$ cat src/rtl/camp_pkg.sv
package camp_pkg;
    localparam int WORD_W = 32;

    typedef enum logic [1:0] {
        TAG_IDLE = 2'b00,
        TAG_REQ  = 2'b01,
        TAG_HDR  = 2'b10,
        TAG_DATA = 2'b11
    } wtag_e;

    typedef enum logic [1:0] {
        PH_PASS = 2'b00,
        PH_CAMP = 2'b01,
        PH_HOLD = 2'b10
    } phase_e;

    typedef struct packed {
        wtag_e              tag;
        logic [WORD_W-1:0]  data;
    } lane_t;

    function automatic lane_t idle_lane();
        lane_t l;
        l.tag  = TAG_IDLE;
        l.data = '0;
        return l;
    endfunction
endpackage

$ cat src/rtl/gap_pacer.sv
module gap_pacer #(
    parameter int GAP_W = 3
) (
    input  logic             clk,
    input  logic             rst,
    input  logic             load,
    input  logic             step,
    input  logic [GAP_W-1:0] gap_sel,
    output logic             fire
);
    logic [GAP_W-1:0] gap_left;

    always_ff @(posedge clk) begin
        if (rst) begin
            gap_left <= '0;
        end else if (load) begin
            gap_left <= gap_sel;
        end else if (step) begin
            if (gap_left == '0) gap_left <= gap_sel;
            else                gap_left <= gap_left - 1'b1;
        end
    end

    assign fire = (gap_left == '0);
endmodule

$ cat src/rtl/lat_floor.sv
module lat_floor #(
    parameter int MIN_LAT = 9
) (
    input  logic clk,
    input  logic rst,
    input  logic load,
    output logic ready
);
    localparam int LW = $clog2(MIN_LAT + 1);
    localparam logic [LW-1:0] TOP = LW'(MIN_LAT);
    localparam logic [LW-1:0] THR = LW'(MIN_LAT - 1);

    logic [LW-1:0] cnt;

    always_ff @(posedge clk) begin
        if (rst)              cnt <= TOP;
        else if (load)        cnt <= LW'(1);
        else if (cnt != TOP)  cnt <= cnt + 1'b1;
    end

    assign ready = (cnt >= THR);
endmodule

$ cat src/rtl/hold_timer.sv
module hold_timer #(
    parameter int CNT_W = 4
) (
    input  logic             clk,
    input  logic             rst,
    input  logic             load,
    input  logic [CNT_W-1:0] n_in,
    output logic             last
);
    logic [CNT_W-1:0] rem;

    always_ff @(posedge clk) begin
        if (rst)                rem <= '0;
        else if (load)          rem <= n_in;
        else if (rem != '0)     rem <= rem - 1'b1;
    end

    assign last = (rem == CNT_W'(1));
endmodule

$ cat src/rtl/camp_tx.sv
module camp_tx
    import camp_pkg::*;
#(
    parameter int GAP_W   = 3,
    parameter int HOLD_W  = 4,
    parameter int MIN_LAT = 9
) (
    input  logic              clk,
    input  logic              rst,
    input  logic [WORD_W-1:0] in_word,
    input  logic [1:0]        in_tag,
    input  logic [GAP_W-1:0]  gap_sel,
    input  logic              hold_en,
    input  logic [HOLD_W-1:0] hold_cnt,
    input  logic              sw_ack,
    output logic              rd_en,
    output logic              camp_on,
    output logic [WORD_W-1:0] out_word,
    output logic [1:0]        out_tag
);
    phase_e            phase, phase_n;
    lane_t             out_q, out_n;
    logic [WORD_W-1:0] req_word;
    logic              acked, acked_n;
    logic              loading, fire, floor_ok, hold_last;
    logic              leave, go_hold, step;

    assign loading = (phase == PH_PASS) && (in_tag == TAG_REQ);
    assign acked_n = acked | sw_ack;
    assign step    = (phase == PH_CAMP) && !acked_n;
    assign leave   = (phase == PH_CAMP) && acked_n && floor_ok;
    assign go_hold = hold_en && (hold_cnt != '0);

    gap_pacer #(.GAP_W(GAP_W)) u_pacer (
        .clk(clk), .rst(rst), .load(loading), .step(step),
        .gap_sel(gap_sel), .fire(fire)
    );

    lat_floor #(.MIN_LAT(MIN_LAT)) u_floor (
        .clk(clk), .rst(rst), .load(loading), .ready(floor_ok)
    );

    hold_timer #(.CNT_W(HOLD_W)) u_hold (
        .clk(clk), .rst(rst), .load(leave && go_hold),
        .n_in(hold_cnt), .last(hold_last)
    );

    always_comb begin
        phase_n = phase;
        out_n   = idle_lane();
        unique case (phase)
            PH_PASS: begin
                out_n.tag  = wtag_e'(in_tag);
                out_n.data = in_word;
                if (loading) phase_n = PH_CAMP;
            end
            PH_CAMP: begin
                if (!acked_n && fire) begin
                    out_n.tag  = TAG_REQ;
                    out_n.data = req_word;
                end
                if (leave) phase_n = go_hold ? PH_HOLD : PH_PASS;
            end
            PH_HOLD: begin
                if (hold_last) phase_n = PH_PASS;
            end
            default: phase_n = PH_PASS;
        endcase
    end

    always_ff @(posedge clk) begin
        if (rst) begin
            phase    <= PH_PASS;
            out_q    <= idle_lane();
            req_word <= '0;
            acked    <= 1'b0;
        end else begin
            phase <= phase_n;
            out_q <= out_n;
            if (loading) begin
                req_word <= in_word;
                acked    <= 1'b0;
            end else if (phase == PH_CAMP) begin
                acked <= acked_n;
            end
        end
    end

    assign rd_en    = (phase == PH_PASS);
    assign camp_on  = (phase != PH_PASS);
    assign out_word = out_q.data;
    assign out_tag  = out_q.tag;
endmodule

$ cat config.mk
export PLATFORM = sky130hd
export DESIGN_NAME = camp_tx
export DESIGN_NICKNAME = d
export VERILOG_FILES = /design/src/rtl/camp_pkg.sv /design/src/rtl/gap_pacer.sv /design/src/rtl/lat_floor.sv /design/src/rtl/hold_timer.sv /design/src/rtl/camp_tx.sv
export SDC_FILE = /design/constraint.sdc
export NUM_CORES = 1
export LEC_CHECK = 0
export BUFFER_PORTS_ARGS = -buffer_cell sky130_fd_sc_hd__buf_2
export CAP_MARGIN = 0
export CORE_MARGIN = 2
export CORE_UTILIZATION = 55
export CTS_BUF_LIST = sky130_fd_sc_hd__clkbuf_16
export CTS_CLUSTER_DIAMETER = 40
export DETAILED_ROUTE_END_ITERATION = 12
export PLACE_DENSITY = 0.93
export SYNTH_ARGS = -nofsm -noshare
export SYNTH_HDL_FRONTEND = slang
export SYNTH_SLANG_ARGS = --single-unit
$ cat constraint.sdc
create_clock -name clk -period 4.45 [get_ports clk]
set_clock_uncertainty 0.2 [all_clocks]
set_input_delay 0.89 -clock clk [delete_from_list [all_inputs] [get_ports clk]]
set_output_delay 0.89 -clock clk [all_outputs]
set_load 0.05 [all_outputs]
Yosys cells after proc, flatten, opt, wreduce, memory -nomap -nowiden
Cells that the tools add are included.

Add/subtract/negate cells: 3. $mul: 0. Div/mod/pow operators: 0. $lt $le $gt $ge: 1. Equal/unequal tests: 8. Shifts and indexed selects: 0. Multiplexer cells: 14. Bitwise operators: 1. Reductions and logical operators: 18.

Operator list (count): $pmux 34 s2 (1); $mux 33 (1); $mux 4 (4); $mux 3 (3); $mux 2 (4); $reduce_bool 2->1 (4); $reduce_bool 4->1 (2); $logic_and 1x1->1 (7); $pmux 2 s3 (1); $add 4x1->4 const B (1); $eq 2x1->1 const B (2); $eq 4x1->1 const B (1); $ge 4x4->1 const B (1); $ne 2x2->1 const B (2); $ne 4x4->1 const B (1); $sub 4x1->4 const B (1); $logic_not 3->1 (1); $reduce_and 3->1 (1); $sub 3x1->3 const B (1); $eq 2x2->1 const B (1); $logic_not 2->1 (1); $ne 2x1->1 const B (1); $reduce_or 2->1 (1); $logic_not 1->1 (1); $or 1x1->1 (1).

Bits in registers: 80. Bits in latches: 0. RAM bits: 0. ROM bits: 0. Bits of input ports: 45. Output and inout bits: 36. Logic and storage cells: 54. Memories kept: 0.

Depth between registers and ports, before layout
Depth in word-level cells: 5. Gate-level depth with buffers: 8. Depth with buffers taken out: 6.

By module
A second synthesis with hierarchy kept.

Cell total of the unflattened synthesis: 246. Area total of the unflattened synthesis: 2916.5 um^2.

By module, submodules not included: camp_tx (instances 1, cells each 176, area each 2263.4 um^2, seq. area each 1381.3 um^2); hold_timer (instances 1, cells each 27, area each 246.5 um^2, seq. area each 80.1 um^2); lat_floor (instances 1, cells each 21, area each 217.7 um^2, seq. area each 80.1 um^2); gap_pacer (instances 1, cells each 22, area each 188.9 um^2, seq. area each 60.1 um^2).

Worst setup path before layout
Ideal clock, no wire load.

Path type: register to output. Start point: reg phase[0]. End point: out rd_en. Arrival: 1.358 ns. Data required time: 3.360 ns. Path slack: 2.002 ns. Stages on the path, launching flop included: 5. Buffers on the path: 2. Cell sequence: dfxtp_1 > or2_2 > inv_1 > buf_4 > buf_2.

Cells in the longest elaborated chain, start to end: 1.

Ends and longest elaborated chain: start, declared (RTL line camp_tx.sv:21) `phase_e phase, phase_n;`; start signal, assigned (RTL line camp_tx.sv:78) `phase <= phase_n;`; $logic_not 2->1 (RTL line camp_tx.sv:89) `assign rd_en = (phase == PH_PASS);`; end, declared (RTL line camp_tx.sv:16) `output logic rd_en,`.

Every way passes these cells.

Worst setup path after layout
Start point: reg u_pacer.gap_left[0]. End point: reg out_q (netlist bit out_word[16]).

Cells in the longest elaborated chain, start to end: 4.

Ends and longest elaborated chain: start, declared (RTL line gap_pacer.sv:11) `logic [GAP_W-1:0] gap_left;`; start signal, assigned (RTL line gap_pacer.sv:17) `gap_left <= gap_sel;`; start signal, assigned (RTL line gap_pacer.sv:19) `if (gap_left == '0) gap_left <= gap_sel;`; start signal, assigned (RTL line gap_pacer.sv:20) `else gap_left <= gap_left - 1'b1;`; $logic_not 3->1 (RTL line gap_pacer.sv:24) `assign fire = (gap_left == '0);`; $logic_and 1x1->1 (RTL line camp_tx.sv:58) `if (!acked_n && fire) begin`; $mux 33 (RTL line camp_tx.sv:58); $pmux 34 s2 (RTL line camp_tx.sv:51) `unique case (phase)`; end signal, assigned (RTL line camp_tx.sv:74) `out_q <= idle_lane();`; end signal, assigned (RTL line camp_tx.sv:79) `out_q <= out_n;`; end, declared (RTL line camp_tx.sv:22) `lane_t out_q, out_n;`.

Every way passes these cells. A chain may end at the register's enable or synchronous reset.

==> key figures <==
Die
  • # IOs: 81
  • Initial core utilization: 57.5%
  • Die width: 77.5 µm
  • Die Area: 0.00601 mm²
  • Site Rows: 26
  • Die height: 77.5 µm
  • Core area: 0.00517 mm²

Logic synthesis
  • Synth top area cells: dfxtp_1 54%, a32o_1 11%, a22oi_1 8.1%, nor2_1 5.8%, ha_1 3.4%
  • Syn Area/Cell: 10.4 µm²
  • Synthesized instance count: 287
  • Synth area leader: dfxtp_1
  • Yosys warns: 0
  • Syn_nets: 340
  • Commonest cells post-synth: 80 x dfxtp_1, 46 x nor2_1, 32 x a22oi_1, 32 x a32o_1, 13 x buf_2
  • Post-synth ARST share: 0%
  • Most common cell in the netlist: dfxtp_1
  • Top-area cell type share of the netlist area: 53.9%
  • Register area share after synthesis: 53.9%
  • Synth Flop Type: dfxtp_1
  • Number of synthesized register bits: 80
  • Post-Syn Area: 0.00297 mm²
  • Number of synthesized flops with an enable pin: 0
  • Yosys cell types: 37

Status
  • Status: finished clean

Power and ir drop
  • Power per cell area: 541 mW/mm²
  • Peak supply drop: 286 µV
  • Leakage: 1.61 nW

Drt
  • DRT iter0 DRCs: 203
  • WL/cell: 15.5 µm
  • Routed Antenna Nets: 0
  • Remaining DRCs: 0
  • Routed wire length: 6.71 mm
  • Via total after detailed routing: 2,455
  • Vias per inst: 5.68
  • Router iterations before antenna repair: 4

STA
  • Fmax: 0.399 GHz
  • Setup TNS: 0 ns
  • Final slew viol count: 0
  • Final setup vio count: 0
  • Final hold viol count: 0
  • Crit path time final: 2.51 ns
  • RSZ-0062 raised after global routing: false
  • Slew margin rel.: 12.5%
  • Final period util: 56.4%
  • Fin Hold WS: 0.267 ns
  • Worst-Margin Slew: 1.30 ns

CTS
  • Buffer depth of the longest clock path: 2
  • Worst-skew pair later-pin latency: 0.33 ns
  • Post-CTS sizing: 0
  • Post CTS Setup Buffer Count: 0
  • CTS tree: yes
  • H-tree levels: 3
  • Clk slew on worst S/H paths: 0.06 ns
  • Clk sinks: 80
  • Cts bufs inserted: 9
  • Clk root buf: clkbuf_16
  • Post-CTS Hold Buffers: 0

Final layout
  • Fillcell total: 364
  • Finished Core Util: 70.9%
  • N_diodes: 0
  • Final Instance Area: 0.00367 mm²
  • Final layout net count: 411
  • Layout area overhead: 23.4%
  • Layout Cells excl Fill: 432
  • Layout cell share with drive strength beyond 1: 30.1%

Critical path
  • CP max stage cell: and3_1
  • Worst path required time: 4.50 ns
  • Crit path arrival time: 2.56 ns
  • CP Capture Type: register
  • CP Class: register to register
  • CP Launch Type: register
  • CP Buf/Inv Count: 1
  • Critical path peak fanout: 33
  • Max stage delay on crit path: 1.01 ns
  • Worst path cell trace: inv_1 -> ha_1 -> nor2b_1 -> and3_1 -> a22oi_1 -> nor2_1
  • Top delay family on crit path: simple AND/OR/NAND/NOR gates

GRT
  • Largest net degree at the start of global routing: 65
  • Vias in the first global route: 2,253
  • Total GRT Usage: 22.7%
  • Grt total ovfl: 0
  • Initial antenna violation count: 0
  • First-pass GRT wire length: 10.7 mm

Placement
  • GPL Wtd Cong: 0.816
  • Port buffer count: 80
  • DP Wirelength: 4.09 mm
  • Area after DPL: 0.00338 mm²
  • Placed Cells incl. Taps: 417

Flow run
  • Max-cap violation count: 0

Hold path
  • Worst min-delay path class: register to register
layer usage:
| metal | wire [µm] | up-vias | part of all wire, % | GRT usage (%) |
|---|---|---|---|---|
| li1 | - | 1189 | - | - |
| met1 | 2780 | 1162 | 41 | 27.9 |
| met2 | 3330 | 90 | 50 | 36.5 |
| met3 | 449 | 14 | 6.7 | 5.23 |
| met4 | 155 | 0 | 2.3 | 13.4 |
| met5 | 0 | - | 0 | 0 |
stage by stage:
stage / total power, mW / setup slack [ns]
floorplan: 1.19 / 2.00
CTS: 1.99 / 1.88
global route: 2.08 / 1.68
detailed placement: 1.29 / 1.65
global placement: 1.27 / 1.76
finish: 1.98 / 1.94
cells by family (layout without fill, tap and decap cells):
| group | Yosys count | count (layout) | synth area share [%] |
|---|---|---|---|
| flip-flops | 80 | 80 | 53.9 |
| AND/OR/NAND/NOR | 78 | 78 | 12.9 |
| buffers and inverters | 31 | 106 | 4.59 |
| adder cells (fa/ha/maj) | 8 | 8 | 3.37 |
| multiplexers | 4 | 4 | 1.39 |
| XOR/XNOR | 3 | 3 | 0.884 |
| AO/OA/AOI/OAI | 83 | 83 | 23.0 |
state kept, by name, summed over array words and instances, names as in the netlist:
| register | cells |
|---|---|
| out_word | 32 |
| out_tag | 2 |
| u_pacer.gap_left | 3 |
| u_floor.cnt | 4 |
| phase | 2 |
| acked | 1 |
| req_word | 32 |
| u_hold.rem | 4 |
layout make-up:
type / instances / area (µm²) / share of cell area [%]
clock buffer: 9 / 225 / 6.14
timing repair buffer: 83 / 423 / 11.5
clock inverter: 6 / 61.3 / 1.67
inverter: 8 / 30.0 / 0.819
sequential: 80 / 1600 / 43.7
tap: 70 / 87.6 / 2.39
multi-input combinational: 176 / 1240 / 33.8
power by group:
part | internal (mW) | switching [mW] | total, mW
logic | 0.179 | 0.272 | 0.451
clock network | 0.428 | 0.272 | 0.701
registers | 0.788 | 0.0450 | 0.833
path summary, 6_finish.rpt:
path / startpoint / endpoint / slack [ns] / depth (start not counted)
setup reg to reg: u_pacer.gap_left[0] / out_word[16] / 1.94 / 6
hold / removal: req_word[23] / req_word[23] / 0.27 / 1
setup / recovery: u_pacer.gap_left[0] / out_word[16] / 1.94 / 6
hold reg to reg: req_word[23] / req_word[23] / 0.27 / 1
layout by cell type (no fill, tap or decap), types with 2 or more instances in the layout:
cell type and count:
clkbuf_16 9, o21ai_0 2, a21o_1 2, nand3b_1 2, nor2b_1 3, nor2_2 2, a32o_1 32, mux2i_1 3
or2_2 5, a22oi_1 32, dfxtp_1 80, buf_4 3, buf_2 80, nor2_1 44, a311oi_1 2, nand2_1 7
clkinv_2 3, a21oi_1 7, nand2b_1 5, xnor2_1 2, ha_1 8, inv_1 7, o21bai_1 2
Power figures use the tool's default switching activity.
